<file path="src/rtl/i2c_idx_pkg.sv">
package i2c_idx_pkg;
  localparam logic [7:0] IDX_CTRL = 8'h00;
  localparam logic [7:0] IDX_STAT = 8'h01;
  localparam logic [7:0] IDX_IEN  = 8'h02;
  localparam logic [7:0] IDX_ID   = 8'h03;
  localparam logic [7:0] IDX_RPTR = 8'h04;
  localparam logic [7:0] IDX_RDAT = 8'h05;
  localparam logic [7:0] IDX_NPTR = 8'h06;
  localparam logic [7:0] IDX_NDAT = 8'h07;

  typedef enum logic [2:0] {
    LS_IDLE, LS_ADDR, LS_ADDR_ACK, LS_WR, LS_WR_ACK, LS_RD, LS_RD_ACK
  } link_state_e;
endpackage

</file>
<file path="src/rtl/i2c_idx_sync.sv">
module i2c_idx_sync #(
  parameter int STAGES = 2
) (
  input  logic clk_i,
  input  logic rst_ni,
  input  logic scl_i,
  input  logic sda_i,
  output logic sda_o,
  output logic scl_rise_o,
  output logic scl_fall_o,
  output logic start_o,
  output logic stop_o
);
  localparam int NLINES = 2;  // bit 0 scl, bit 1 sda

  logic [NLINES-1:0] line_raw, line_s, line_d;
  assign line_raw = {sda_i, scl_i};

  for (genvar g = 0; g < NLINES; g++) begin : g_line
    logic [STAGES-1:0] pipe_q;
    always_ff @(posedge clk_i or negedge rst_ni) begin
      if (!rst_ni) pipe_q <= '1;
      else         pipe_q <= {pipe_q[STAGES-2:0], line_raw[g]};
    end
    assign line_s[g] = pipe_q[STAGES-1];
  end

  always_ff @(posedge clk_i or negedge rst_ni) begin
    if (!rst_ni) line_d <= '1;
    else         line_d <= line_s;
  end

  assign sda_o      = line_s[1];
  assign scl_rise_o = line_s[0] & ~line_d[0];
  assign scl_fall_o = ~line_s[0] & line_d[0];
  assign start_o    = line_s[0] & line_d[0] & line_d[1] & ~line_s[1];
  assign stop_o     = line_s[0] & line_d[0] & ~line_d[1] & line_s[1];
endmodule

</file>
<file path="src/rtl/i2c_idx_link.sv">
module i2c_idx_link
  import i2c_idx_pkg::*;
#(
  parameter logic [6:0] SLV_ADDR = 7'h2C
) (
  input  logic       clk_i,
  input  logic       rst_ni,
  input  logic       scl_rise_i,
  input  logic       scl_fall_i,
  input  logic       sda_i,
  input  logic       start_i,
  input  logic       stop_i,
  input  logic [7:0] rd_data_i,
  output logic       wr_valid_o,
  output logic       wr_first_o,
  output logic [7:0] wr_data_o,
  output logic       rd_load_o,
  output logic       sda_oe_o
);
  link_state_e state_q;
  logic [3:0]  cnt_q;
  logic [7:0]  rx_q, tx_q;
  logic        rw_q, first_q, mack_q;

  assign wr_data_o  = rx_q;
  assign wr_first_o = first_q;

  always_ff @(posedge clk_i or negedge rst_ni) begin
    if (!rst_ni) begin
      state_q    <= LS_IDLE;
      cnt_q      <= '0;
      rx_q       <= '0;
      tx_q       <= '0;
      rw_q       <= 1'b0;
      first_q    <= 1'b0;
      mack_q     <= 1'b0;
      sda_oe_o   <= 1'b0;
      wr_valid_o <= 1'b0;
      rd_load_o  <= 1'b0;
    end else begin
      wr_valid_o <= 1'b0;
      rd_load_o  <= 1'b0;
      if (start_i) begin
        state_q  <= LS_ADDR;
        cnt_q    <= '0;
        sda_oe_o <= 1'b0;
      end else if (stop_i) begin
        state_q  <= LS_IDLE;
        sda_oe_o <= 1'b0;
      end else begin
        unique case (state_q)
          LS_ADDR: begin
            if (scl_rise_i) begin
              rx_q  <= {rx_q[6:0], sda_i};
              cnt_q <= cnt_q + 4'd1;
            end else if (scl_fall_i && cnt_q == 4'd8) begin
              if (rx_q[7:1] == SLV_ADDR) begin
                rw_q     <= rx_q[0];
                sda_oe_o <= 1'b1;
                state_q  <= LS_ADDR_ACK;
              end else begin
                state_q <= LS_IDLE;
              end
            end
          end
          LS_ADDR_ACK: begin
            if (scl_fall_i) begin
              if (rw_q) begin
                rd_load_o <= 1'b1;
                tx_q      <= rd_data_i;
                sda_oe_o  <= ~rd_data_i[7];
                cnt_q     <= 4'd1;
                state_q   <= LS_RD;
              end else begin
                sda_oe_o <= 1'b0;
                cnt_q    <= '0;
                first_q  <= 1'b1;
                state_q  <= LS_WR;
              end
            end
          end
          LS_WR: begin
            if (scl_rise_i) begin
              rx_q  <= {rx_q[6:0], sda_i};
              cnt_q <= cnt_q + 4'd1;
            end else if (scl_fall_i && cnt_q == 4'd8) begin
              wr_valid_o <= 1'b1;
              sda_oe_o   <= 1'b1;
              state_q    <= LS_WR_ACK;
            end
          end
          LS_WR_ACK: begin
            if (scl_fall_i) begin
              sda_oe_o <= 1'b0;
              cnt_q    <= '0;
              first_q  <= 1'b0;
              state_q  <= LS_WR;
            end
          end
          LS_RD: begin
            if (scl_fall_i) begin
              if (cnt_q == 4'd8) begin
                sda_oe_o <= 1'b0;
                state_q  <= LS_RD_ACK;
              end else begin
                sda_oe_o <= ~tx_q[6];
                tx_q     <= {tx_q[6:0], 1'b0};
                cnt_q    <= cnt_q + 4'd1;
              end
            end
          end
          LS_RD_ACK: begin
            if (scl_rise_i) begin
              mack_q <= ~sda_i;
            end else if (scl_fall_i) begin
              if (mack_q) begin
                rd_load_o <= 1'b1;
                tx_q      <= rd_data_i;
                sda_oe_o  <= ~rd_data_i[7];
                cnt_q     <= 4'd1;
                state_q   <= LS_RD;
              end else begin
                state_q <= LS_IDLE;
              end
            end
          end
          default: state_q <= LS_IDLE;
        endcase
      end
    end
  end
endmodule

</file>
<file path="src/rtl/i2c_idx_nvmat.sv">
module i2c_idx_nvmat #(
  parameter int ROWS = 6,
  parameter int COLS = 12
) (
  input  logic       clk_i,
  input  logic       rst_ni,
  input  logic       ptr_we_i,
  input  logic       dat_we_i,
  input  logic       step_i,
  input  logic [7:0] wdata_i,
  output logic [7:0] ptr_o,
  output logic [7:0] rdata_o
);
  localparam int ROW_W = $clog2(ROWS);
  localparam int COL_W = $clog2(COLS);
  localparam int SIZE  = ROWS * COLS;
  localparam int LIN_W = $clog2(SIZE);

  logic [ROW_W-1:0] row_q;
  logic [COL_W-1:0] col_q;
  logic [7:0]       cell_q [SIZE];
  logic             hit;
  logic [LIN_W-1:0] lin;

  assign hit     = (32'(row_q) < ROWS) && (32'(col_q) < COLS);
  assign lin     = LIN_W'(32'(row_q) * COLS + 32'(col_q));
  assign ptr_o   = 8'({row_q, col_q});
  assign rdata_o = hit ? cell_q[lin] : 8'hFF;

  always_ff @(posedge clk_i or negedge rst_ni) begin
    if (!rst_ni) begin
      row_q <= '0;
      col_q <= '0;
    end else if (ptr_we_i) begin
      row_q <= wdata_i[COL_W +: ROW_W];
      col_q <= wdata_i[0 +: COL_W];
    end else if (step_i) begin
      if (32'(col_q) >= COLS - 1) begin
        col_q <= '0;
        row_q <= (32'(row_q) >= ROWS - 1) ? '0 : row_q + 1'b1;
      end else begin
        col_q <= col_q + 1'b1;
      end
    end
  end

  // erased state is all ones
  always_ff @(posedge clk_i or negedge rst_ni) begin
    if (!rst_ni) begin
      for (int i = 0; i < SIZE; i++) cell_q[i] <= 8'hFF;
    end else if (dat_we_i && hit) begin
      cell_q[lin] <= wdata_i;
    end
  end
endmodule

</file>
<file path="src/rtl/i2c_idx_regs.sv">
module i2c_idx_regs
  import i2c_idx_pkg::*;
#(
  parameter int         N_EVT     = 4,
  parameter int         RAM_DEPTH = 16,
  parameter int         NV_ROWS   = 6,
  parameter int         NV_COLS   = 12,
  parameter logic [7:0] ID_VAL    = 8'hA5
) (
  input  logic             clk_i,
  input  logic             rst_ni,
  input  logic             wr_valid_i,
  input  logic             wr_first_i,
  input  logic [7:0]       wr_data_i,
  input  logic             rd_load_i,
  output logic [7:0]       rd_data_o,
  input  logic [N_EVT-1:0] event_i,
  output logic             irq_o,
  output logic [7:0]       idx_o,
  output logic [N_EVT-1:0] stat_o
);
  localparam int RAM_AW = $clog2(RAM_DEPTH);

  logic [7:0]        idx_q, ctrl_q;
  logic [N_EVT-1:0]  stat_q, ien_q, clr;
  logic [RAM_AW-1:0] rptr_q;
  logic [7:0]        ram_q [RAM_DEPTH];
  logic              data_wr, touch, ram_port, nv_port;
  logic [7:0]        nv_ptr, nv_rdata;

  assign data_wr  = wr_valid_i & ~wr_first_i;
  assign touch    = data_wr | rd_load_i;
  assign ram_port = (idx_q == IDX_RDAT);
  assign nv_port  = (idx_q == IDX_NDAT);
  assign clr      = (data_wr && idx_q == IDX_STAT) ? wr_data_i[N_EVT-1:0] : '0;

  always_ff @(posedge clk_i or negedge rst_ni) begin
    if (!rst_ni) begin
      idx_q  <= '0;
      ctrl_q <= '0;
      ien_q  <= '0;
      stat_q <= '0;
      rptr_q <= '0;
    end else begin
      stat_q <= (stat_q & ~clr) | event_i;
      if (wr_valid_i && wr_first_i)             idx_q <= wr_data_i;
      else if (touch && !ram_port && !nv_port)  idx_q <= idx_q + 8'd1;
      if (data_wr && idx_q == IDX_CTRL) ctrl_q <= wr_data_i;
      if (data_wr && idx_q == IDX_IEN)  ien_q  <= wr_data_i[N_EVT-1:0];
      if (data_wr && idx_q == IDX_RPTR) rptr_q <= wr_data_i[RAM_AW-1:0];
      else if (touch && ram_port)       rptr_q <= rptr_q + 1'b1;
    end
  end

  always_ff @(posedge clk_i or negedge rst_ni) begin
    if (!rst_ni) begin
      for (int i = 0; i < RAM_DEPTH; i++) ram_q[i] <= '0;
    end else if (data_wr && ram_port) begin
      ram_q[rptr_q] <= wr_data_i;
    end
  end

  i2c_idx_nvmat #(.ROWS(NV_ROWS), .COLS(NV_COLS)) u_nvmat (
    .clk_i   (clk_i),
    .rst_ni  (rst_ni),
    .ptr_we_i(data_wr && idx_q == IDX_NPTR),
    .dat_we_i(data_wr && nv_port),
    .step_i  (touch && nv_port),
    .wdata_i (wr_data_i),
    .ptr_o   (nv_ptr),
    .rdata_o (nv_rdata)
  );

  always_comb begin
    unique case (idx_q)
      IDX_CTRL: rd_data_o = ctrl_q;
      IDX_STAT: rd_data_o = 8'(stat_q);
      IDX_IEN:  rd_data_o = 8'(ien_q);
      IDX_ID:   rd_data_o = ID_VAL;
      IDX_RPTR: rd_data_o = 8'(rptr_q);
      IDX_RDAT: rd_data_o = ram_q[rptr_q];
      IDX_NPTR: rd_data_o = nv_ptr;
      IDX_NDAT: rd_data_o = nv_rdata;
      default:  rd_data_o = 8'h00;
    endcase
  end

  assign irq_o  = |(stat_q & ien_q);
  assign idx_o  = idx_q;
  assign stat_o = stat_q;
endmodule

</file>
<file path="src/rtl/i2c_idx_slave.sv">
module i2c_idx_slave
  import i2c_idx_pkg::*;
#(
  parameter logic [6:0] SLV_ADDR  = 7'h2C,
  parameter int         N_EVT     = 4,
  parameter int         RAM_DEPTH = 16,
  parameter int         NV_ROWS   = 6,
  parameter int         NV_COLS   = 12,
  parameter logic [7:0] ID_VAL    = 8'hA5
) (
  input  logic             clk_i,
  input  logic             rst_ni,
  input  logic             scl_i,
  input  logic             sda_i,
  output logic             sda_oe_o,
  input  logic [N_EVT-1:0] event_i,
  output logic             irq_o
);
  logic             sda_s, scl_rise, scl_fall, start_det, stop_det;
  logic             wr_valid, wr_first, rd_load;
  logic [7:0]       wr_data, rd_data, idx_q;
  logic [N_EVT-1:0] stat_q;

  i2c_idx_sync #(.STAGES(2)) u_sync (
    .clk_i     (clk_i),
    .rst_ni    (rst_ni),
    .scl_i     (scl_i),
    .sda_i     (sda_i),
    .sda_o     (sda_s),
    .scl_rise_o(scl_rise),
    .scl_fall_o(scl_fall),
    .start_o   (start_det),
    .stop_o    (stop_det)
  );

  i2c_idx_link #(.SLV_ADDR(SLV_ADDR)) u_link (
    .clk_i     (clk_i),
    .rst_ni    (rst_ni),
    .scl_rise_i(scl_rise),
    .scl_fall_i(scl_fall),
    .sda_i     (sda_s),
    .start_i   (start_det),
    .stop_i    (stop_det),
    .rd_data_i (rd_data),
    .wr_valid_o(wr_valid),
    .wr_first_o(wr_first),
    .wr_data_o (wr_data),
    .rd_load_o (rd_load),
    .sda_oe_o  (sda_oe_o)
  );

  i2c_idx_regs #(
    .N_EVT(N_EVT), .RAM_DEPTH(RAM_DEPTH), .NV_ROWS(NV_ROWS),
    .NV_COLS(NV_COLS), .ID_VAL(ID_VAL)
  ) u_regs (
    .clk_i     (clk_i),
    .rst_ni    (rst_ni),
    .wr_valid_i(wr_valid),
    .wr_first_i(wr_first),
    .wr_data_i (wr_data),
    .rd_load_i (rd_load),
    .rd_data_o (rd_data),
    .event_i   (event_i),
    .irq_o     (irq_o),
    .idx_o     (idx_q),
    .stat_o    (stat_q)
  );
endmodule

</file>
<file path="config.mk">
export PLATFORM = sky130hd
export DESIGN_NAME = i2c_idx_slave
export DESIGN_NICKNAME = d
export VERILOG_FILES = /design/src/rtl/i2c_idx_pkg.sv /design/src/rtl/i2c_idx_sync.sv /design/src/rtl/i2c_idx_link.sv /design/src/rtl/i2c_idx_nvmat.sv /design/src/rtl/i2c_idx_regs.sv /design/src/rtl/i2c_idx_slave.sv
export SDC_FILE = /design/constraint.sdc
export NUM_CORES = 1
export LEC_CHECK = 0
export BUFFER_PORTS_ARGS = -buffer_cell sky130_fd_sc_hd__buf_4
export CAP_MARGIN = 10
export CORE_UTILIZATION = 50
export CTS_CLUSTER_SIZE = 8
export DETAILED_ROUTE_END_ITERATION = 16
export PLACE_DENSITY_LB_ADDON = 0.08
export SETUP_SLACK_MARGIN = 0.1
export SYNTH_ARGS = -nofsm -noshare
export SYNTH_HDL_FRONTEND = slang
export SYNTH_SLANG_ARGS = --single-unit
</file>
<file path="constraint.sdc">
create_clock -name clk_i -period 3.85 [get_ports clk_i]
set_input_delay 0.1925 -clock clk_i [delete_from_list [all_inputs] [get_ports clk_i]]
set_output_delay 0.1925 -clock clk_i [all_outputs]
set_load 0.05 [all_outputs]
</file>
# Yosys cells after proc, flatten, opt, wreduce, memory -nomap -nowiden
# Cells that the tools add are included.
[totals] reg_bits=773 in_bits=8 output_inout_bits=2 wordCells=326
[op_classes] addsub=6 multipliers=1 order_cmp=8 n_eq_ne=45 n_mux=94 n_bitwise=25 reduce_logical=39
[ops] cell="576-bit bitwise mux" n=1
[ops] cell="128-bit bitwise mux" n=1
[ops] cell="8-bit 2-to-1 mux" n=9
[ops] cell="4-bit 2-to-1 mux" n=16
[ops] cell="8-bit case mux with 8 select lines" n=1
[ops] cell="8-bit binary-select mux with 7-bit select" n=1
[ops] cell="8-bit demux with 7-bit select" n=1
[ops] cell="3-bit 2-to-1 mux" n=18
[ops] cell="7-bit 2-to-1 mux" n=7
[ops] cell="4-bit by 3-bit inequality test with 1-bit output (second input constant)" n=9
[ops] cell="8-bit binary-select mux with 4-bit select" n=1
[ops] cell="8-bit demux with 4-bit select" n=1
[ops] cell="8-bit by 3-bit == test with 1-bit output (second input constant)" n=4
[ops] cell="1-bit 2-to-1 mux" n=30
[ops] cell="10-bit AND reduction" n=3
[ops] cell="7-bit case mux with 3 select lines" n=1
[ops] cell="4-bit case mux with 5 select lines" n=1
[ops] cell="3-bit case mux with 6 select lines" n=1
[ops] cell="1-bit logical AND" n=17
[ops] cell="8-bit by 2-bit == test with 1-bit output (second input constant)" n=2
[ops] cell="3-bit by 2-bit inequality test with 1-bit output (second input constant)" n=5
[ops] cell="4-bit by 1-bit adder with 4-bit output (second input constant)" n=3
[ops] cell="2-bit by 1-bit inequality test with 1-bit output (second input constant)" n=6
[ops] cell="4-bit inequality test (second input constant)" n=3
[ops] cell="other kinds (44)" n=76

# Logic depth before layout (Yosys ltp)
# Gate-level depths: netlist of the first run.
[logic_depth] depth_word=15 mapped_depth=12 mapped_depth_nobuf=10

# Hierarchy
# From an unflattened synthesis of the first run, not the netlist that was laid out.
[unflattened] cells_unflattened=2609 hier_area_um2=37890.1
[by_module_without_submodules] module="i2c_idx_nvmat" n_inst=1 cells_each=1850 area_per_inst_um2=28279.6 seq_area_each_um2=15309.7
[by_module_without_submodules] module="i2c_idx_regs" n_inst=1 cells_each=586 area_per_inst_um2=7673.6 seq_area_each_um2=3903.7
[by_module_without_submodules] module="i2c_idx_link" n_inst=1 cells_each=163 area_per_inst_um2=1746.7 seq_area_each_um2=700.7
[by_module_without_submodules] module="i2c_idx_sync" n_inst=1 cells_each=10 area_per_inst_um2=190.2 seq_area_each_um2=157.7

# Least setup slack after synthesis of the first run
# Ideal clock, no wire load.
[synth_timing] path_type="flip-flop to flip-flop" from="reg u_regs.u_nvmat.row_q[1]" to="reg u_regs.u_nvmat.cell_q[152] (netlist name)" setup_time_ps=82 t_arrival_ps=3270 required_ps=3768 setup_slack_ps=497 path_stages_with_launch=10 path_buffers=2 synth_period_minus_slack_ps=3353 cell_sequence="dfrtp_1 > inv_1 > ha_1 > fa_1 > clkbuf_1 > nand2_1 > nor4_2 > and2b_1 > buf_4 > mux2_2"
[synth_via] elab_chain_len=8 word_cells_on_any_way=12 classes_between="add/sub: 1; mul: 1; order compare: 3; mux: 3; bitwise: 1; reduce/logical: 3"
[synth_rtl] item="start, declared" line_no="i2c_idx_nvmat.sv:19" text="logic [ROW_W-1:0] row_q;"
[synth_rtl] item="start signal, assigned" line_no="i2c_idx_nvmat.sv:35" text="row_q <= wdata_i[COL_W +: ROW_W];"
[synth_rtl] item="start signal, assigned" line_no="i2c_idx_nvmat.sv:40" text="row_q <= (32'(row_q) >= ROWS - 1) ? '0 : row_q + 1'b1;"
[synth_rtl] item="3-bit by 2-bit multiplier with 5-bit output" line_no="i2c_idx_nvmat.sv:26" text="assign lin = LIN_W'(32'(row_q) * COLS + 32'(col_q));"
[synth_rtl] item="7-bit by 4-bit adder with 7-bit output" line_no="i2c_idx_nvmat.sv:26"
[synth_rtl] item="7-bit inverter with 8-bit output (not written as such)" line_no="i2c_idx_nvmat.sv:52" text="cell_q[lin] <= wdata_i;"
[synth_rtl] item="8-bit >= comparator (not written as such) or 8-bit by 1-bit less-than comparator with 1-bit output (tied branches)" line_no="i2c_idx_nvmat.sv:52"
[synth_rtl] item="1-bit logical AND (not written as such)" line_no="i2c_idx_nvmat.sv:52"
[synth_rtl] item="8-bit 2-to-1 mux (not written as such)" line_no="i2c_idx_nvmat.sv:52"
[synth_rtl] item="8-bit demux with 7-bit select" line_no="i2c_idx_nvmat.sv:52"
[synth_rtl] item="576-bit bitwise mux" line_no="i2c_idx_nvmat.sv:52"
[synth_rtl] item="end signal, assigned by index" line_no="i2c_idx_nvmat.sv:52"
[synth_rtl] item="end, declared" line_no="i2c_idx_nvmat.sv:21" text="logic [7:0] cell_q [SIZE];"
# Parallel ways exist; a longest one is shown, timed or not.
# A chain may end at the register's enable or synchronous reset.

# Worst setup path in the final report of the first run
[layout_timing] from="reg u_regs.u_nvmat.row_q[1]" to="reg u_regs.u_nvmat.cell_q[95] (netlist name)"
# Same word-level chain as after synthesis.

==> impl.org, run 1 <==
** Outcome
- The flow ran to the end, and the final reports show no timing, DRC or antenna violations.

** CTS
- Clock sinks :: between 700 and 800
- The clock passes through at most 3 buffers.
- Clock tree from TritonCTS :: yes
- Maximum level of the CTS H-tree :: 3
- Total CTS buffers :: ~110
- Clock tree synthesis selected as its root buffer the cell clkbuf_16.
- Insertion delay of the later-clocked pin in the worst-skew pair :: roughly 660 ps
- Clock-pin slew of the registers on the worst-case setup and hold paths :: around 50 ps

** Floorplanning
- Once the floorplan was initialized, standard cells occupied a little over 50% of the core.
- Die area :: around 76000 um^2
- The floorplan step set the die width to about 280 um.
- Core Rows :: between 90 and 100
- DIE HEIGHT :: 275.1 um
- Pin placement for this block handled 10 I/O pins.
- The core region is 73330 um^2.

** Cells and area
- After the last flow step, the layout net total stands at 2600.
- After filler insertion, the fill cell instance count of the layout stands at just under 6000.
- Highest-count cells in the layout ignoring fill and taps :: mux2_2, dfstp_2, dfrtp_1
- Post-layout instance count excluding filler cells :: 3557
- After routing the design area is around 42000 um^2.
- Antenna Cells :: 0
- Layout cells sized above 1 :: just under 70%
- From synthesis to final layout, the design area changed by 12.07%.
- Most common library cell in the layout ignoring fill and taps :: mux2_2

** Power
- Pwr per Cell Area :: slightly above 400 nW/um^2
- VDD sags by at most about 0.00034 V.
- Total Power Consumption :: around 0.017 W
- Static leakage :: 17.17 nW

** Timing
- Setup repair after global routing missed its margin :: yes
- The worst path needs between 3000 and 4000 ps of the cycle, external delays included.
- Crit share post-route :: between 90 and 100%
- Final Hold Vio Count :: 0
- Hold Worst Slack :: 199.6 ps
- Headroom to the max-slew limit came out at between 30% and 40%.
- Transition at the pin with the smallest max-transition slack :: about 950 ps
- On the final layout, the worst clock skew is roughly 27 ps.
- Derived from the worst setup path, the maximum achievable clock frequency is 271.0 MHz.
- Setup violations remaining at the end of the flow were counted as 0.
- The number of max-slew violations in the final report came to 0.

** Worst setup path
- The slowest stage of the critical path is the fa_1 cell.
- Critical path class :: register to register
- Maximum single-stage delay on the critical path :: roughly 530 ps
- Launch instance of the worst register-to-register path :: u_regs.u_nvmat.row_q[1]
- Data on the critical path is required at its endpoint by around 4400 ps.
- Along the worst path, the maximum fanout reaches 9.
- CP startpoint kind :: register
- In this run the critical register-to-register path is captured at u_regs.u_nvmat.cell_q[95].
- The worst setup path is captured at a register.
- Critical-path cell list :: inv_1 > ha_1 > fa_1 > inv_1 > buf_4 > nand2_1 > nor4_2 > buf_4 > and2b_2 > mux2_2
- Number of buffers and inverters on the critical path :: 4
- Internal reg-to-reg setup slack :: roughly 160 ps
- The worst register-to-register path has a depth of 10.
- Critical path's top delay family :: buffers and inverters
- Arrival time of the worst setup path :: approximately 4300 ps

** Global route
- Number of antenna violations at the first check in global routing :: 0
- Across every metal layer, demand over resource in global routing totals 26.71%.
- The first global-routing pass estimated 150.9 mm of wire.
- Remaining Overflow, GRT :: 0
- Maximum number of pins on one net before global-route repair :: between 100 and 150
- The via count of the first global-routing pass is about 23000.

** Place
- Cells after DPL :: around 3400
- Once placement finished, the instance area stood at between 30000 and 40000 um^2.
- The count of buffers added on input and output ports is 9.
- GPL Wtd Cong :: 0.8838
- Summed over all nets, the half-perimeter wirelength after detailed placement is roughly 64 mm.

** Worst hold path
- Hold Path Depth :: 2
- For hold timing, the worst endpoint is u_sync.g_line[1].pipe_q[0].
- The min-delay analysis places its worst path in the category input port to register.
- Hold path startpoint :: sda_i

** Synth
- Synthesized area :: ~37000 um^2
- The biggest area contributor in the post-synthesis netlist is dfstp_2.
- Counting flops with a built-in enable in the synthesized netlist gives 0.
- Area fraction of the dominant cell type after synthesis :: 41.00%
- A synthesized cell averages between 10 and 15 um^2.
- Largest cells by area after synthesis :: dfstp_2, mux2_2, dfrtp_1, mux4_2, mux2i_1
- Number of warning messages in the yosys log :: 0
- Main synth FF type :: dfstp_2
- Proportion of synthesized chip area in sequential cells :: a little over half
- Number of library cell types mapped by synthesis :: 80
- After technology mapping, the gate count stands at 2524.
- Synthesized Nets :: roughly 2600
- Share of synthesized registers carrying an async set or reset :: between 90% and 100%
- Flip-flop and latch count after synthesis :: roughly 770

** Detailed routing
- Via-per-instance ratio :: between 6 and 7
- Number of antenna-violating nets in the routed design :: 0
- Total number of vias :: about 22000
- In the final routed layout, each cell accounts on average for 27.56 um.
- Initial drt markers :: between 1500 and 2000
- The pre-antenna-repair detailed-routing pass consisted of 6 iterations.
- Post-detailed-routing wire length :: 98.02 mm
- In the routed design, unresolved DRC markers number 0.

** Run
- Max-cap violation count :: 0
## routing by layer
| layer | vias up | routed length [um] | global-route usage [%] |
|---|---|---|---|
| li1 | 9531 | - | - |
| met4 | 0 | 2818 | 8.476 |
| met2 | 517 | 46740 | 42.57 |
| met3 | 169 | 3679 | 3.474 |
| met1 | 12030 | 44790 | 38.10 |
| met5 | - | 0 | 0 |
## synth_stat cells (all sizes together) (3+ instances only)
library cell / count
mux4: 169
o32ai: 3
xor2: 3
a221oi: 12
dfstp: 582
nand4: 11
a221o: 5
ha: 18
a22oi: 39
nor4: 14
a21oi: 33
and2: 9
nor3: 34
xnor2: 9
a31oi: 12
clkbuf: 120
nand2: 152
o21bai: 5
nor2b: 10
mux2i: 58
and3: 10
nor3b: 7
and3b: 3
o22ai: 14
a21o: 9
or4: 4
buf: 53
nor2: 48
o21ai: 32
inv: 24
mux2: 732
a211oi: 10
and4: 3
nand3: 20
nor4b: 4
nand2b: 6
or3: 4
o31ai: 6
o211ai: 7
a22o: 7
dfrtp: 191
## what timing repair did
item	CTS	global route
pin swaps	1	0
hold endpoints to repair	52	0
setup endpoints to repair	180	225
hold buffers	7	0
setup buffers	1	0
resized for setup	11	9
## worst reg2reg max path, delay by kind of cell, from the launching register on
family	cells	cell delay [ps]
buffers and inverters	4	1000
AND/OR/NAND/NOR	3	890
multiplexers	1	370
flip-flops	1	470
adder cells (fa/ha/maj)	2	880
## stage by stage
step                      TNS [ps]  util [%]  setup WS [ps]
after global routing        -28.02     57.01         -6.969
after global placement      -796.4     52.91         -45.29
after floorplan                  0         -          497.4
after detailed placement    -13440     52.91         -154.6
after CTS                        0     56.94          39.77
final                            0     57.01          159.9
## worst max path at each step
| stage | from | endpoint | slack, ps | cells after the start |
|---|---|---|---|---|
| global route | u_regs.u_nvmat.row_q[1] | u_regs.u_nvmat.cell_q[91] | -7 | 10 |
| CTS | u_regs.u_nvmat.row_q[0] | u_regs.u_nvmat.cell_q[281] | 40 | 10 |
| floorplan | u_regs.u_nvmat.row_q[1] | u_regs.u_nvmat.cell_q[152] | 500 | 9 |
| detailed placement | u_regs.u_nvmat.row_q[1] | u_regs.u_nvmat.cell_q[359] | -150 | 9 |
| finish | u_regs.u_nvmat.row_q[1] | u_regs.u_nvmat.cell_q[95] | 160 | 10 |
| global placement | u_regs.u_nvmat.row_q[1] | u_regs.u_nvmat.cell_q[353] | -50 | 9 |
## state kept, by name (all words and copies together), names as in the netlist, 2 cells and up
register               cells
u_regs.u_nvmat.cell_q    576
u_regs.ram_q             128
u_link.wr_data_o           8
u_regs.ctrl_q              8
u_regs.idx_o               8
u_link.tx_q                7
u_link.cnt_q               4
u_regs.ien_q               4
u_regs.rptr_q              4
u_regs.stat_o              4
u_regs.u_nvmat.col_q       4
u_sync.g_line.pipe_q       4
u_link.state_q             3
u_regs.u_nvmat.row_q       3
u_sync.line_d              2
## cell type report
type                            count  area (um^2)  area share (%)
Inverter                           24        90.09          0.2155
Sequential cell                   773        20110           48.10
Clock inverter                      7        72.57          0.1736
Timing Repair Buffer              114         1044           2.496
Tap cell                          959         1200           2.870
Clock buffer                      127         2753           6.585
Multi-Input combinational cell   1553        16540           39.56
## cells by family (layout without fill, tap and decap cells)
logic type                 after synthesis  after routing  synth area share (%)
xor gates and xnor gates                12             12                0.3019
adders and majority gates               20             20                0.7112
buffers and inverters                  198            272                 2.211
DFF                                    773            773                 53.81
muxes                                  959            959                 33.86
and+or+nand+nor                        345            345                 5.042
AOI/OAI and AO/OA                      217            217                 4.062
## report_power, final
group	switching [W]	total (W)	internal, W
Clock	0.00334	0.00826	0.00492
Sequential	0.0000735	0.00826	0.00818
Combinational	0.000243	0.000291	0.0000473
Note: power is estimated with default switching activity, not from simulation.
==> inputs of run 2 (changes only) <==
--- a/config.mk
+++ b/config.mk
@@ -5,7 +5,7 @@
 export SDC_FILE = /design/constraint.sdc
 export NUM_CORES = 1
 export LEC_CHECK = 0
-export BUFFER_PORTS_ARGS = -buffer_cell sky130_fd_sc_hd__buf_4
+export BUFFER_PORTS_ARGS = -buffer_cell sky130_fd_sc_hd__buf_2
 export CAP_MARGIN = 10
 export CORE_UTILIZATION = 50
 export CTS_CLUSTER_SIZE = 8
@@ -15,3 +15,4 @@
 export SYNTH_ARGS = -nofsm -noshare
 export SYNTH_HDL_FRONTEND = slang
 export SYNTH_SLANG_ARGS = --single-unit
+export TNS_END_PERCENT = 50
==> impl.org, run 2 (synthesis gave the netlist of run 1 again) <==
** Detailed routing
- Using the TritonRoute via totals, the vias-per-cell ratio works out to ~6.2.
- Post-detailed-routing wire length :: approximately 98 mm
- Average wire per cell in the routed design :: between 20 and 30 um
- Detailed-router iteration count before antenna repair :: 7
- Initial drt markers :: around 1600
- Total number of vias :: 22300
- # DRC :: 0
- The count of nets left with antenna violations once routing finished came out at 0.

** Worst setup path
- Required time reported for the critical path endpoint :: between 4000 and 5000 ps
- The worst register-to-register path has a setup slack of 130 ps.
- Critical path launch point :: u_regs.u_nvmat.row_q[1]
- The worst register-to-register path begins at u_regs.u_nvmat.row_q[1].
- The worst setup path is launched from a register.
- At the worst endpoint, the arrival time is 4270 ps.
- In this run the worst path has a maximum fanout of 18.
- Type of element capturing the critical path :: register
- Worst-case reg-to-reg path depth :: 9
- The worst register-to-register path ends at u_link.tx_q[6].
- The critical path is of the register to register type.

** Power
- The internal portion of the total power is between 0.01 and 0.015 W.
- VDD sags by at most 0.0003788 V.
- Sequential share of power :: 49.2%
- Reported net switching power :: approximately 0.0036 W
- Sw Ratio :: a little over a fifth
- For this design the static power due to leakage is 17.24 nW.
- Part of the total power dissipated in combinational logic :: about 1.7%
- For this design the ratio of total power to cell area is 401.5 nW/um^2.
- The share of total power dissipated in the clock network is 49.2%.

** CTS
- Clock latency on the worst-skew pair, taken at its later pin, is approximately 660 ps.
- Clock tree from TritonCTS :: yes
- Post-CTS Setup Inserts :: 0
- Clock-pin slew was measured on the worst setup and hold paths at 60 ps.
- Maximum level of the CTS H-tree :: 3
- Maximum clock path buffer count :: 3
- The clock drives 773 sinks.
- TritonCTS created approximately 110 clock buffers.
- In this run the clock root is driven by a clkbuf_16.

** Global route
- Global-route wire length before repair :: about 150 mm
- The initial antenna violation count was 1.
- Summed over all layers, the global routing overflow is 0.
- Global routing used 26.81% of the available tracks.
- The via count of the first global-routing pass was ~24000.
- Maximum number of pins on one net before global-route repair :: 111

** Cells and area
- Of the cells placed in the final design, the portion with a size suffix greater than 1 is 69.27%.
- Register with the highest flop count :: u_regs.u_nvmat.cell_q
- Largest registers :: u_regs.u_nvmat.cell_q: 576 flops, u_regs.ram_q: 128 flops
- Final-stage net count :: 2619
- Synth-to-layout area growth :: 12.29%
- Final design instance area without fill :: 41880 um^2
- The top cell types in the final layout, fill and taps aside, are mux2_2, dfstp_2, dfrtp_1.
- Number of flip-flops in the largest register :: 576
- Fill cells in the final layout number roughly 5700.
- Antenna Cells :: 0
- The library cell used most frequently in the layout, excluding fill and tap cells, is mux2_2.

** Worst hold path
- Hold EP :: u_sync.g_line[1].pipe_q[0]
- Hold Path Depth :: 2
- In this run the worst hold path is classified as input port to register.
- In this run the most critical hold path is launched from sda_i.

** Floorplanning
- 10 I/O pins were placed.
- Die area :: between 70000 and 80000 um^2
- Starting Density :: between 50% and 60%
- DIE HEIGHT :: between 200 and 300 um
- In this run the core area contains between 90 and 100 standard-cell rows.
- The floorplan step defined a core boundary enclosing roughly 73000 um^2.
- From left edge to right edge, the die measures 275.1 um.

** Timing
- Crit share post-route :: roughly 97%
- Setup repair after global routing could not meet its margin everywhere.
- Final clock skew :: 20.50 ps
- Tightest slew margin relative to the limit :: between 10% and 20%
- Final Critical Period :: between 3000 and 4000 ps
- Derived from the worst setup path, the maximum achievable clock frequency is ~270 MHz.
- Setup total negative slack :: 0 ps
- Number of endpoints failing setup at the final stage :: 0
- At the pin with the least slew margin, the transition time is 1232 ps.
- The count of endpoints failing hold in the final timing report is 0.
- Final max-slew violation count :: 0

** Place
- Area of placed instances :: about 39000 um^2
- At the end of routability-driven placement, the weighted congestion stood at 0.8690.
- DP HPWL :: between 60 and 70 mm
- Buffers on Ports :: 9

** Run
- Max-cap violations in this run came to 0.

** Outcome
- The run finished with clean final reports.
run 2: timing repair:
item / in CTS / in global routing
endpoints found under the hold margin: 40 / 0
gates resized for setup: 4 / 13
endpoints found under the setup margin: 178 / 213
hold buffers: 7 / 0
run 2: how the worst max path moves through the flow:
stage / cells after the start / to
4_1_cts: 9 / u_regs.u_nvmat.cell_q[342]
3_5_place_dp: 10 / u_regs.u_nvmat.cell_q[342]
5_1_grt: 10 / u_link.tx_q[2]
2_1_floorplan: 9 / u_regs.u_nvmat.cell_q[152]
6_report: 9 / u_link.tx_q[6]
3_3_place_gp: 10 / u_regs.u_nvmat.cell_q[365]
run 2: cell type report:
class / count / area [um^2] / area share (%)
multi-input cells: 1553 / 16500 / 39.41
well taps: 959 / 1200 / 2.865
flip-flops and latches: 773 / 20110 / 48.01
inverters: 24 / 90.09 / 0.2151
clock buffers: 128 / 2788 / 6.656
clock inverters: 5 / 66.31 / 0.1583
repair buffers: 133 / 1126 / 2.689
run 2: worst max-delay path: stages, from the launching register on:
cell and delay (ps):
dfrtp_1 490, inv_1 130, ha_1 360, fa_1 530, buf_4 230, nor3_1 820, a22oi_1 360, nand4_1 310
a221oi_1 140, a211oi_1 230
run 2: per-layer routing:
layer,global-route usage (%),routed length (um)
met2,43.15,46970
met4,8.607,2958
met1,37.02,43550
met3,4.687,4611
met5,0,13
run 2: through the flow:
stage          std cells  setup slack, ps  hold WS [ps]  utilization (%)  power (W)
5_1_grt             3575          -0.3193         175.4            57.12    0.01742
3_3_place_gp        3434           -95.25         300.6            53.04   0.008652
3_5_place_dp        3434           -161.7         299.5            53.04   0.008664
6_report            3575            131.3         195.2            57.12    0.01682
2_1_floorplan       2524            497.4        -103.1                -   0.008399
4_1_cts             3574            102.7         166.0            57.05    0.01707
run 2: power groups by stage:
stage / logic [W] / clock network (W) / registers, W
CTS: 0.000297 / 0.00851 / 0.00826
global placement: 0.000282 / 0 / 0.00837
finish: 0.000285 / 0.00827 / 0.00827
floorplan: 0.000103 / 0 / 0.00830
global route: 0.000325 / 0.00883 / 0.00826
detailed placement: 0.000291 / 0 / 0.00837
==> inputs of run 3 (changes only) <==
--- a/config.mk
+++ b/config.mk
@@ -5,6 +5,7 @@
 export SDC_FILE = /design/constraint.sdc
 export NUM_CORES = 1
 export LEC_CHECK = 0
+export ABC_AREA = 1
 export BUFFER_PORTS_ARGS = -buffer_cell sky130_fd_sc_hd__buf_2
 export CAP_MARGIN = 10
 export CORE_UTILIZATION = 50
==> impl.org, run 3 <==
** Place
- GPL Wtd Cong :: around 0.93
- Buffers on Ports :: 9
- Area of placed instances :: slightly below 40000 um^2
- Detailed placement ended at an HPWL of ~66 mm.

** CTS
- Insertion delay of the later-clocked pin in the worst-skew pair :: about 670 ps
- In this run the number of H-tree levels came out at 3.
- Clock tree from TritonCTS :: yes
- Total CTS buffers :: around 110
- Maximum clock path buffer count :: 3
- Clock-pin slew was measured on the worst setup and hold paths at ~60 ps.
- The tree built by TritonCTS fans out to 773 sinks.
- The root buffer cell chosen for the clock tree is clkbuf_16.
- Post-CTS Setup Inserts :: 0

** Cells and area
- Synth-to-layout area growth :: 10.35%
- Final-stage net count :: between 4000 and 5000
- The largest registers in the layout are u_regs.u_nvmat.cell_q: 576 flops, u_regs.ram_q: 128 flops.
- Leaving out fill and tap cells, the most frequent cell in the layout is nand2_1.
- Footprint of the multi-input gates :: between 10000 and 15000 um^2
- Leaving out fill and tap cells, the most frequent cells in the layout are nand2_1, o21ai_0, dfstp_2.
- Number of flip-flops in the largest register :: about 580
- Filler cells :: between 7000 and 8000
- The sequential cells in the finished layout cover a total of about 20000 um^2.
- Layout cells sized above 1 :: 19.29%
- Register with the highest flop count :: u_regs.u_nvmat.cell_q
- The finished cells cover approximately 41000 um^2.

** Global route
- The initial antenna violation count was 1.
- For this run the aggregate overflow at the end of global routing stands at 0.
- Global-route wire length before repair :: roughly 170 mm
- Via count of the first global-routing pass :: about 29000
- Maximum number of pins on one net before global-route repair :: ~150
- Global-route usage over all layers :: 28.30%

** Synth
- For this run, the leading register cell type out of synthesis is dfstp_2.
- Largest cells by area after synthesis :: dfstp_2, nand2_1, dfrtp_1, o21ai_0, nor2_1
- Share of synthesized registers carrying an async set or reset :: 100.0%
- After synthesis, the most frequently instantiated cells are nand2_1, o21ai_0, dfstp_2.
- After synthesis the cells add up to approximately 38000 um^2.
- During synthesis, Yosys emitted a total of 0 warnings.
- After synthesis, the largest area contributor takes up slightly above 40% of total cell area.
- The most common cell in the synthesized netlist is nand2_1.
- In this run, synthesis inferred 0 flip-flops with an integrated enable.
- Flip-flop and latch count after synthesis :: just under 800
- In the synthesized netlist, the number of instances is around 4700.
- Number of library cell types mapped by synthesis :: 48
- Of all cell types, the one taking the most synthesized area is dfstp_2.
- A synthesized cell averages 8.015 um^2.
- Synthesized Nets :: approximately 4700
- Proportion of synthesized chip area in sequential cells :: about 53%

** Power
- Static leakage :: roughly 17 nW
- Pwr per Cell Area :: between 400 and 500 nW/um^2
- VDD sags by at most between 0.0005 and 0.0006 V.

** Worst setup path
- Maximum single-stage delay on the critical path :: between 400 and 500 ps
- STA classifies the critical path endpoint as a register.
- Critical path class :: register to register
- At the worst endpoint, the required time is 4420 ps.
- The slowest stage of the critical path belongs to the cell dfrtp_1.
- Data arrives at the worst endpoint at 3960 ps.
- CP startpoint kind :: register
- Most used cell along the critical path :: inv_1
- Max Fanout on Critical Path :: 16
- Critical-path cell list :: inv_1 > ha_1 > fa_1 > inv_1 > or2_1 > nand2_1 > nor2_1 > inv_1 > nor2_2 > buf_4 > nand2_1 > o21ai_0

** Run
- Max-cap violation count :: 0

** Detailed routing
- Number of antenna-violating nets in the routed design :: 0
- After detailed routing, the average wire length per cell comes to roughly 19 um.
- The detailed router placed a little over 30000 vias in this run.
- After the first detailed-routing iteration, the DRC count stood at 2514.
- # DRC :: 0
- Post-detailed-routing wire length :: 107.0 mm
- Via-per-instance ratio :: approximately 5.4
- Before antenna repair, the detailed router went through 5 iterations.

** Timing
- Summed over all failing endpoints, the final setup total negative slack is 0 ps.
- Final clock skew :: roughly 26 ps
- Hold is met by between 200 and 250 ps.
- The clock period could shrink to 3386 ps.
- The number of max-slew violations in the final report came to 0.
- Transition at the pin with the smallest max-transition slack :: around 1000 ps
- The worst path uses between 80% and 90% of the clock period.
- Number of endpoints failing setup at the final stage :: 0
- Setup repair after global routing left no endpoint under its margin.
- The worst pin sits at a relative slew slack of 30.55%.
- For this run, the top clock speed supported by timing is slightly below 300 MHz.
- Final Hold Vio Count :: 0

** Worst hold path
- Class of the tightest hold or removal check :: input port to register

** Floorplanning
- Core Rows :: 100
- Top-level I/O count :: 10
- Die area :: about 76000 um^2
- The initial utilization of the core area, before any placement, comes to between 50% and 60%.
- Measured along the y axis, the die boundary spans 276.1 um.
- Core footprint :: between 70000 and 80000 um^2
- Die boundary width :: roughly 280 um

** Outcome
- Outcome :: finished clean
==> run 3: changes by cell type after synthesis, sizes merged, moves of 34 or more <==
cell | before | now
inv | 24 | 380
mux2i | 58 | 0
nand3 | 20 | 163
nor2 | 48 | 441
o211ai | 7 | 46
nand2 | 152 | 1409
or2 | 0 | 38
clkbuf | 120 | 208
mux4 | 169 | 0
o21ai | 32 | 951
a22oi | 39 | 1
o22ai | 14 | 60
mux2 | 732 | 1
buf | 53 | 87
==> run 3: metal layers <==
layer / global-route usage (%) / wire [um]
met1: 42.59 / 51890
met2: 43.36 / 47560
met3: 3.532 / 5550
met4: 7.048 / 1969
met5: 0 / 0
==> run 3: worst max-delay path, delay by kind of cell (launching register included) <==
| kind | cells | cell delay [ps] |
|---|---|---|
| and+or+nand+nor | 5 | 1020 |
| adders and majority gates | 2 | 800 |
| buffers and inverters | 4 | 730 |
| DFF | 1 | 450 |
| AOI/OAI and AO/OA | 1 | 290 |
==> run 3: path summary, 6_finish.rpt <==
kind / startpoint / to / slack [ps] / cells past startpoint
setup / recovery: u_regs.u_nvmat.row_q[1] / u_regs.u_nvmat.cell_q[88] / 460 / 12
hold / removal: sda_i / u_sync.g_line[1].pipe_q[0] / 210 / 2
setup reg to reg: u_regs.u_nvmat.row_q[1] / u_regs.u_nvmat.cell_q[88] / 460 / 12
hold reg to reg: u_sync.g_line[1].pipe_q[0] / u_sync.g_line[1].pipe_q[1] / 360 / 0
max in group asynchronous: rst_ni / u_regs.u_nvmat.cell_q[308] / 2580 / 3
min in group asynchronous: rst_ni / u_regs.u_nvmat.cell_q[26] / 400 / 2
==> run 3: kinds of logic (layout without fill, tap and decap cells) <==
group | after synthesis | after routing | synth area share (%)
compound gates | 1108 | 1108 | 15.46
xor+xnor | 10 | 10 | 0.2332
buf+inv | 678 | 618 | 7.057
flops | 773 | 773 | 53.45
mux | 1 | 1 | 0.02998
other cells | 0 | 1 | 0
simple gates | 2095 | 2095 | 23.06
fa+ha+maj | 20 | 20 | 0.7064
==> run 3: layout make-up <==
cell class / count / area share [%]
multi-input combinational: 3234 / 35.86
antenna: 1 / 0.006039
tap: 969 / 2.926
inverter: 383 / 3.527
timing repair buffer: 89 / 2.168
clock inverter: 6 / 0.2778
sequential: 773 / 48.45
clock buffer: 140 / 6.785
==> run 3: report_power, final <==
group / switching [W] / internal (W)
combinational: 0.00116 / 0.000122
clock: 0.00352 / 0.00503
sequential: 0.0000555 / 0.00821
==> run 3: timing repair <==
| action | CTS | global route |
|---|---|---|
| resized for setup | 0 | 1 |
| hold buffers | 7 | 0 |
| endpoints found under the hold margin | 58 | 0 |
| setup endpoints to repair | 0 | 17 |
==> run 3: stage by stage <==
step,worst slack [ps],total power (W),utilization [%],cells
detailed placement,387.9,0.009672,51.71,5441
global route,146.9,0.01867,55.75,5594
CTS,349.8,0.01828,55.75,5594
finish,464.1,0.01809,55.76,5595
global placement,550.0,0.009679,51.71,5441
floorplan,972.3,0.008969,-,4685
